File: src/rtl/mcw_pkg.sv
package mcw_pkg;
  // default settle window, in sample periods
  localparam int unsigned MCW_SETTLE_DEFAULT = 128;

  typedef struct packed {
    logic busy;
    logic midscale;
  } mcw_win_t;
endpackage

File: src/rtl/mcw_rst_sync.sv
module mcw_rst_sync #(
  parameter int unsigned STAGES = 2
) (
  input  logic clk,
  input  logic rst_n,
  output logic rst_n_sync
);
  logic [STAGES-1:0] sync_q;

  always_ff @(posedge clk or negedge rst_n) begin
    if (!rst_n) sync_q <= '0;
    else        sync_q <= {sync_q[STAGES-2:0], 1'b1};
  end

  assign rst_n_sync = sync_q[STAGES-1];
endmodule

File: src/rtl/mcw_exit_detect.sv
module mcw_exit_detect (
  input  logic clk,
  input  logic rst_n,
  input  logic mce_in,
  output logic exit_pulse
);
  logic mce_q, mce_d;

  always_comb mce_d = mce_in;

  always_ff @(posedge clk or negedge rst_n) begin
    if (!rst_n) mce_q <= 1'b0;
    else        mce_q <= mce_d;
  end

  assign exit_pulse = mce_q & ~mce_in;
endmodule

File: src/rtl/mcw_settle_cnt.sv
module mcw_settle_cnt
  import mcw_pkg::*;
#(
  parameter int unsigned SETTLE_PERIODS = MCW_SETTLE_DEFAULT
) (
  input  logic     clk,
  input  logic     rst_n,
  input  logic     start,
  input  logic     cancel,
  input  logic     tick,
  output mcw_win_t win
);
  localparam int unsigned CNT_W = $clog2(SETTLE_PERIODS + 1);
  localparam logic [CNT_W-1:0] LOAD_VAL = CNT_W'(SETTLE_PERIODS);
  localparam logic [CNT_W-1:0] LAST_VAL = CNT_W'(1);

  logic [CNT_W-1:0] cnt_q, cnt_d;
  logic             busy_q, busy_d;
  logic             cnt_en;

  assign cnt_en = cancel | start | (busy_q & tick);

  always_comb begin
    cnt_d  = cnt_q;
    busy_d = busy_q;
    if (cancel) begin
      cnt_d  = '0;
      busy_d = 1'b0;
    end else if (start) begin
      cnt_d  = LOAD_VAL;
      busy_d = 1'b1;
    end else if (busy_q && tick) begin
      cnt_d = cnt_q - LAST_VAL;
      if (cnt_q == LAST_VAL) busy_d = 1'b0;
    end
  end

  always_ff @(posedge clk or negedge rst_n) begin
    if (!rst_n) begin
      cnt_q  <= '0;
      busy_q <= 1'b0;
    end else if (cnt_en) begin
      cnt_q  <= cnt_d;
      busy_q <= busy_d;
    end
  end

  assign win.busy     = busy_q;
  assign win.midscale = busy_q;


  start_opens_chk: assert property (@(posedge clk) disable iff (!rst_n)
    start |=> busy_q && (cnt_q == LOAD_VAL));

  hold_no_tick_chk: assert property (@(posedge clk) disable iff (!rst_n)
    (busy_q && !tick && !start && !cancel) |=> busy_q && $stable(cnt_q));

  last_tick_close_chk: assert property (@(posedge clk) disable iff (!rst_n)
    (busy_q && tick && !cancel && cnt_q == LAST_VAL) |=> !busy_q);

  cancel_close_chk: assert property (@(posedge clk) disable iff (!rst_n)
    cancel |=> !busy_q);
endmodule

File: src/rtl/mcw_mute_mux.sv
module mcw_mute_mux
  import mcw_pkg::*;
(
  input  logic     force_mce,
  input  mcw_win_t win,
  input  logic     usr_l,
  input  logic     usr_r,
  output logic     mute_l,
  output logic     mute_r,
  output logic     midscale
);
  logic force_all;

  always_comb begin
    force_all = force_mce | win.busy;
    mute_l    = force_all | usr_l;
    mute_r    = force_all | usr_r;
    midscale  = win.midscale;
  end
endmodule

File: src/rtl/mcw_settle_seq.sv
module mcw_settle_seq
  import mcw_pkg::*;
#(
  parameter int unsigned SETTLE_PERIODS = MCW_SETTLE_DEFAULT,
  parameter int unsigned RST_STAGES     = 2
) (
  input  logic clk,
  input  logic rst_n,
  input  logic mode_chg_en,
  input  logic usr_mute_l,
  input  logic usr_mute_r,
  input  logic smp_tick,
  output logic pb_mute_l,
  output logic pb_mute_r,
  output logic cap_midscale,
  output logic cal_busy
);
  logic     rst_n_int;
  logic     exit_pulse;
  mcw_win_t win;

  mcw_rst_sync #(.STAGES(RST_STAGES)) u_rst_sync (
    .clk(clk), .rst_n(rst_n), .rst_n_sync(rst_n_int)
  );

  mcw_exit_detect u_exit (
    .clk(clk), .rst_n(rst_n_int), .mce_in(mode_chg_en), .exit_pulse(exit_pulse)
  );

  mcw_settle_cnt #(.SETTLE_PERIODS(SETTLE_PERIODS)) u_cnt (
    .clk(clk), .rst_n(rst_n_int), .start(exit_pulse), .cancel(mode_chg_en),
    .tick(smp_tick), .win(win)
  );

  mcw_mute_mux u_mux (
    .force_mce(mode_chg_en), .win(win), .usr_l(usr_mute_l), .usr_r(usr_mute_r),
    .mute_l(pb_mute_l), .mute_r(pb_mute_r), .midscale(cap_midscale)
  );

  assign cal_busy = win.busy;


  window_mutes_chk: assert property (@(posedge clk) disable iff (!rst_n_int)
    cal_busy |-> (pb_mute_l && pb_mute_r && cap_midscale));

  fall_opens_chk: assert property (@(posedge clk) disable iff (!rst_n_int)
    ($past(mode_chg_en) && !mode_chg_en) |=> cal_busy);

  follow_user_chk: assert property (@(posedge clk) disable iff (!rst_n_int)
    (!cal_busy && !mode_chg_en) |-> (pb_mute_l == usr_mute_l && pb_mute_r == usr_mute_r));
endmodule

File: config.mk
export PLATFORM = sky130hd
export DESIGN_NAME = mcw_settle_seq
export DESIGN_NICKNAME = d
export VERILOG_FILES = /design/src/rtl/mcw_pkg.sv /design/src/rtl/mcw_rst_sync.sv /design/src/rtl/mcw_exit_detect.sv /design/src/rtl/mcw_settle_cnt.sv /design/src/rtl/mcw_mute_mux.sv /design/src/rtl/mcw_settle_seq.sv
export SDC_FILE = /design/constraint.sdc
export NUM_CORES = 1
export LEC_CHECK = 0
export BUFFER_PORTS_ARGS = -buffer_cell sky130_fd_sc_hd__buf_2
export CORE_MARGIN = 2
export CORE_UTILIZATION = 30
export CTS_CLUSTER_SIZE = 14
export DETAILED_ROUTE_END_ITERATION = 8
export PLACE_DENSITY = 0.52
export SLEW_MARGIN = 0
export SYNTH_ARGS = -nofsm -noshare
export SYNTH_HDL_FRONTEND = slang
export SYNTH_SLANG_ARGS = --single-unit
File: constraint.sdc
create_clock -name clk -period 1.2 [get_ports clk]
set_input_delay 0 -clock clk [delete_from_list [all_inputs] [get_ports clk]]
set_output_delay 0 -clock clk [all_outputs]
set_load 0.05 [all_outputs]
Word-level counts from Yosys, hierarchy flattened
Index checks and enable logic that the tools add are counted.
Widths: inputs -> output; s select.
{"block": "classes", "n_addsub": 1, "n_mul": 0, "div_mod_pow": 0, "n_lt_le_gt_ge": 0, "eq_ne": 1, "shifts": 0, "mux": 7, "n_bitwise": 8, "n_reduce_logical": 5}
{"operator": "$mux 8", "count": 3}
{"operator": "$eq 8x1->1 const B", "count": 1}
{"operator": "$sub 8x1->8 const B", "count": 1}
{"operator": "$reduce_bool 3->1", "count": 2}
{"operator": "$or 1x1->1", "count": 5}
{"operator": "$mux 1", "count": 4}
{"operator": "$reduce_and 3->1", "count": 1}
{"operator": "$and 1x1->1", "count": 2}
{"operator": "$reduce_and 2->1", "count": 1}
{"operator": "$logic_and 1x1->1", "count": 1}
{"operator": "$not 1->1", "count": 1}
{"block": "totals", "reg_bits": 12, "latch_bits": 0, "ramBits": 0, "rom_bits": 0, "input_bits": 6, "output_inout_bits": 4, "wordCells": 26, "memories": 0}

Longest topological paths before layout
{"block": "depth", "depth_word": 5, "depth_mapped": 5, "ltp_nobuf": 5}

Modules after synthesis
From an unflattened synthesis, not the netlist that was laid out.
{"block": "hier_totals", "hier_cells": 58, "area_unflattened_um2": 600.6}
{"mod": "mcw_settle_cnt", "n_inst": 1, "cells_each": 50, "area_each_um2": 488.0, "seq_area_each_um2": 225.2}
{"mod": "mcw_rst_sync", "n_inst": 1, "cells_each": 3, "area_each_um2": 53.8, "seq_area_each_um2": 50.0}
{"mod": "mcw_exit_detect", "n_inst": 1, "cells_each": 2, "area_each_um2": 38.8, "seq_area_each_um2": 25.0}
{"mod": "mcw_mute_mux", "n_inst": 1, "cells_each": 3, "area_each_um2": 20.0, "seq_area_each_um2": 0.0}

Worst setup path after synthesis
No wires, ideal clock.
{"block": "synth_path", "path_type": "register to register", "from": "register u_cnt.busy_q", "to": "register u_cnt.cnt_q[4]", "setup_ns": 0.078, "t_arrival_ns": 1.653, "path_slack_ns": -0.530, "path_stages_with_launch": 4, "path_buffers": 0, "period_less_slack_ns": 1.730, "path_cell_list": "dfrtp_1 > nand3_1 > or4_2 > a21oi_1"}
{"block": "synth_via", "elab_chain_cells": 3}
{"element": "start, declared", "line_no": "mcw_settle_cnt.sv:18", "rtl": "logic busy_q, busy_d;"}
{"element": "start signal, assigned", "line_no": "mcw_settle_cnt.sv:44", "rtl": "busy_q <= busy_d;"}
{"element": "$and 1x1->1 or $logic_and 1x1->1 (tied branches)", "line_no": "mcw_settle_cnt.sv:21, mcw_settle_cnt.sv:32"}
{"element": "$or 1x1->1 or $reduce_bool 3->1 (tied branches)"}
{"element": "$reduce_and 2->1 (no source line) (*)"}
{"element": "end signal, assigned", "line_no": "mcw_settle_cnt.sv:43", "rtl": "cnt_q <= cnt_d;"}
{"element": "end, declared", "line_no": "mcw_settle_cnt.sv:17", "rtl": "logic [CNT_W-1:0] cnt_q, cnt_d;"}
Mark *: on every way between the ends. The rest lies on a longest branch, timed or not.
A chain may end at the register's enable or synchronous reset.

Worst setup path in the final report
{"block": "layout_path", "from": "register u_cnt.cnt_q[4]", "to": "register u_cnt.cnt_q[5]"}
{"block": "layout_via", "elab_chain_cells": 4}
{"element": "$sub 8x1->8", "line_no": "mcw_settle_cnt.sv:33", "rtl": "cnt_d = cnt_q - LAST_VAL;"}
{"element": "$mux 8", "line_no": "mcw_settle_cnt.sv:32", "rtl": "end else if (busy_q && tick) begin"}
{"element": "$mux 8", "line_no": "mcw_settle_cnt.sv:29", "rtl": "end else if (start) begin"}
{"element": "$mux 8", "line_no": "mcw_settle_cnt.sv:26", "rtl": "if (cancel) begin"}
No other way between the ends. The select of a mux whose other input is x is not followed.

==> impl.org <==
** STA
- Number of failing setup endpoints in the final timing report :: 8
- The final count of pins violating max slew is 0.
- Clock skew on the completed layout was measured at 5.18 ps.
- Worst Setup Slack, final :: -424 ps
- Setup_tns :: -2110 ps
- Final count of hold timing violations :: 0
- The final critical path takes up 135% of the cycle.
- Static timing analysis puts the maximum clock frequency at 616 MHz.
- The smallest clock period supported by the final layout is computed as 1620 ps.
- Setup repair after global routing could not meet its margin everywhere.

** GRT
- The via count of the first global-routing pass is 499.
- The initial antenna violation count is 0.
- Global routing used 14.2% of the available tracks across all layers.
- Entering global routing, the biggest net connects 11 pins.
- Summed over all layers, the global routing overflow is 0.
- Wire length of the first global-routing pass :: 2170 um

** Place
- Count of input and output buffers :: 9
- Summed over all nets, the half-perimeter wirelength after detailed placement is 831 um.
- The congestion estimate from routability-driven global placement came to 0.722.

** Floorplanning
- In this run the vertical extent of the chip is 47.1 um.
- Die W :: 47.1 um
- Floorplan die area :: 2220 um^2
- I/O Pins :: 10
- Starting density of the core :: 31.9%
- Area inside the core boundary :: 1750 um^2
- FP Rows :: 15

** Layout
- Area taken by multi-input logic gates :: 295 um^2
- Net total in the final layout :: 92
- Diodes inserted :: 0
- Summing all flip-flop and latch instances after layout gives 302 um^2.
- Syn-to-layout area delta :: 61.8%
- Of the cells placed in the final design, the portion with a size suffix greater than 1 is 54.2%.
- After filler insertion, the fill cell instance count of the layout stands at 154.

** CTS
- Clock latency on the worst-skew pair, taken at its later pin, is 270 ps.
- In this run the number of H-tree levels came out at 1.
- Post-CTS clock slew at the launch and capture registers of the worst setup and hold paths :: 70 ps
- # clock sinks :: 12
- CTS tree :: yes
- The tree is rooted in a sky130_fd_sc_hd__clkbuf_4.
- Buffers inserted during clock tree synthesis total 3.
- In this run the deepest clock path goes through 2 buffers.

** Detailed routing
- Wires add up to 1350 um.
- Pre-Repair DR Iteration Count :: 4
- For this block, the initial DRC count from the detailed router was 11.
- Average wire per standard cell :: 12.5 um
- The detailed router placed 517 vias in this run.
- DRC :: 0
- Using the TritonRoute via totals, the vias-per-cell ratio works out to 4.79.
- Antenna violation net count after detailed routing :: 0

** Outcome
- Violations in the final reports :: setup timing
- Run status :: finished, violations left

** Logic synthesis
- Most frequent cells after synthesis :: sky130_fd_sc_hd__dfrtp_1 (12), sky130_fd_sc_hd__a21oi_1 (6), sky130_fd_sc_hd__or3_1 (5)
- Syn_nets :: 60
- Number of synthesized flops with an enable pin :: 0
- Area share of the largest cell type after synthesis :: 53.9%
- Number of cells produced by synthesis :: 52
- Share of synthesized flip-flops with an asynchronous set or reset :: 100%
- Post-synthesis instance area :: 557 um^2
- After synthesis the netlist holds a flip-flop and latch count of 12.
- sky130_fd_sc_hd__dfrtp_1 is the most common cell in the netlist.
- Dominant synthesized flop cell :: sky130_fd_sc_hd__dfrtp_1
- Area contributors post-synth :: sky130_fd_sc_hd__dfrtp_1 (54%), sky130_fd_sc_hd__or3_1 (5.6%), sky130_fd_sc_hd__a21oi_1 (5.4%)
- Summed over all instances, the cell type with the most area after synthesis is sky130_fd_sc_hd__dfrtp_1.
- A synthesized cell averages 10.7 um^2.
- Proportion of synthesized chip area in sequential cells :: 53.9%
- During synthesis, Yosys emitted a total of 0 warnings.
- After synthesis, the netlist uses 24 different library cells.

** Critical path
- Maximum fanout along the worst path :: 3
- In this run the critical register-to-register path is launched from u_cnt.cnt_q[4].
- Required time at the endpoint of the critical path :: 1410 ps
- In this design, the stage delay of the slowest critical-path cell is 380 ps.
- Largest delay share family, worst path :: simple AND/OR/NAND/NOR gates
- Worst reg-to-reg setup slack :: -420 ps
- STA puts the critical path data arrival time at 1830 ps.
- Worst setup path category :: reg2reg
- Kind of end point of the critical path :: flop
- Standard cell with the maximum stage delay on the critical path :: sky130_fd_sc_hd__dfrtp_1
- STA classifies the critical path startpoint as a flop.
- The endpoint identified for the worst register-to-register timing path is u_cnt.cnt_q[5].
- The number of cells on the worst reg-to-reg path is 6.
- Walking the worst path, the cells encountered are buf_4 -> buf_4 -> buf_6 -> or3_4 -> or3_4 -> a21oi_2.
- Buffers & Inverters on Critical Path :: 3

** Power
- Dividing total power by cell area gives a power density of 1000 nW/um^2.
- Combinational cells account for 22.4% of the total power.
- In this run switching power makes up 27.6% of total power.
- Internal power consumption :: 0.654 mW
- Summing internal, switching and leakage power gives 0.904 mW.
- In this run the static leakage power is 0.401 nW.
- Worst supply voltage drop on vdd :: 0.804 mV
- Proportion of power drawn by flip-flops and latches :: 48.6%
- Clock share of power :: 29.0%
- In this run the power spent charging and discharging nets is 0.250 mW.

** Hold path
- Class of the tightest hold or removal check :: in2async

** Job
- The tool flagged a number of max-cap violations equal to 0.
-- state kept, by name, summed over array words and instances, names as in the netlist --
signal	cells
u_cnt.busy_q	1
u_cnt.cnt_q	8
u_exit.mce_q	1
u_rst_sync.sync_q	2
-- cells by family (layout without fill, tap and decap cells) --
| kind of cell | after synthesis | in the layout | synth area share (%) |
|---|---|---|---|
| and+or+nand+nor | 16 | 16 | 18.7 |
| buffers and inverters | 5 | 36 | 4.04 |
| adders and majority gates | 2 | 2 | 4.49 |
| AOI/OAI and AO/OA | 14 | 14 | 15.1 |
| DFF | 12 | 12 | 53.9 |
| xor gates and xnor gates | 2 | 2 | 3.15 |
| other | 1 | 1 | 0.674 |
-- power by group through the flow --
stage	logic, mW	registers [mW]	clock network [mW]
6_report	0.203	0.439	0.262
3_3_place_gp	0.135	0.447	0
3_5_place_dp	0.138	0.446	0
5_1_grt	0.219	0.442	0.289
4_1_cts	0.185	0.438	0.273
2_1_floorplan	0.0758	0.455	0
-- worst reg2reg max path: cells and delay by family, from the launching register on --
kind / cells / cell delay, ps
flip-flops: 1 / 380
AO/OA/AOI/OAI: 1 / 120
buffers and inverters: 3 / 360
AND/OR/NAND/NOR: 2 / 690
-- final cells by class --
cell class                      instances  area share (%)
Clock buffer                            4            2.92
Inverter                                3            1.25
Multi-Input combinational cell         35            32.8
Sequential cell                        12            33.5
Tap cell                               25            3.47
Timing Repair Buffer                   29            26.1
-- worst max path at each step --
| stage | depth (start not counted) | start | end |
|---|---|---|---|
| global route | 3 | u_cnt.cnt_q[4] | u_cnt.cnt_q[7] |
| global placement | 3 | u_cnt.cnt_q[4] | u_cnt.cnt_q[7] |
| finish | 6 | u_cnt.cnt_q[4] | u_cnt.cnt_q[5] |
| CTS | 3 | u_cnt.cnt_q[4] | u_cnt.cnt_q[7] |
| detailed placement | 3 | u_cnt.cnt_q[5] | u_cnt.cnt_q[7] |
| floorplan | 3 | u_cnt.cnt_q[4] | u_cnt.cnt_q[7] |
-- cell usage in the layout, fill, tap and decap left out --
master                          instances
sky130_fd_sc_hd__buf_4                 12
sky130_fd_sc_hd__buf_6                  8
sky130_fd_sc_hd__nand3_2                1
sky130_fd_sc_hd__or3_1                  2
sky130_fd_sc_hd__ha_1                   2
sky130_fd_sc_hd__nand2_1                2
sky130_fd_sc_hd__xnor2_1                1
sky130_fd_sc_hd__a21oi_2                2
sky130_fd_sc_hd__dfrtp_2                1
sky130_fd_sc_hd__xor2_1                 1
sky130_fd_sc_hd__or4_4                  3
sky130_fd_sc_hd__a311oi_1               1
sky130_fd_sc_hd__conb_1                 1
sky130_fd_sc_hd__nand4bb_4              1
sky130_fd_sc_hd__buf_2                  7
sky130_fd_sc_hd__o31ai_1                2
sky130_fd_sc_hd__clkbuf_1               1
sky130_fd_sc_hd__or2_2                  1
sky130_fd_sc_hd__dfrtp_1               11
sky130_fd_sc_hd__or3_4                  4
sky130_fd_sc_hd__clkbuf_4               3
sky130_fd_sc_hd__a31oi_1                1
sky130_fd_sc_hd__o21ai_0                3
sky130_fd_sc_hd__nor2_1                 2
sky130_fd_sc_hd__o41ai_2                1
sky130_fd_sc_hd__a21oi_1                4
sky130_fd_sc_hd__inv_2                  1
sky130_fd_sc_hd__dlygate4sd3_1          2
sky130_fd_sc_hd__inv_1                  2
-- stage by stage --
stage / instance area [um^2] / worst slack, ps / cells / utilization [%] / hold slack [ps]
floorplan: 558 / -383 / 52 / - / -296
CTS: 858 / -429 / 107 / 49.2 / 21.0
global placement: 706 / -389 / 95 / 40.4 / -216
detailed placement: 706 / -427 / 95 / 40.4 / -214
finish: 901 / -424 / 108 / 51.6 / 27.7
global route: 901 / -454 / 108 / 51.6 / 35.0
-- per-layer routing --
metal / track usage (%) / wire (um) / vias up
li1: - / - / 252
met3: 4.62 / 40 / 2
met1: 18.0 / 606 / 254
met4: 6.11 / 19 / 0
met5: 0 / 0 / -
met2: 22.2 / 678 / 9
-- timing repair --
item                                    CTS  global route
hold buffers                              2             0
gates resized for setup                  13             9
endpoints found under the setup margin    8             9
pin swaps                                 9             7
gates cloned                              0             0
setup buffers                             6             1
endpoints found under the hold margin     5             0
No activity file was read; power rests on OpenSTA's default activity.
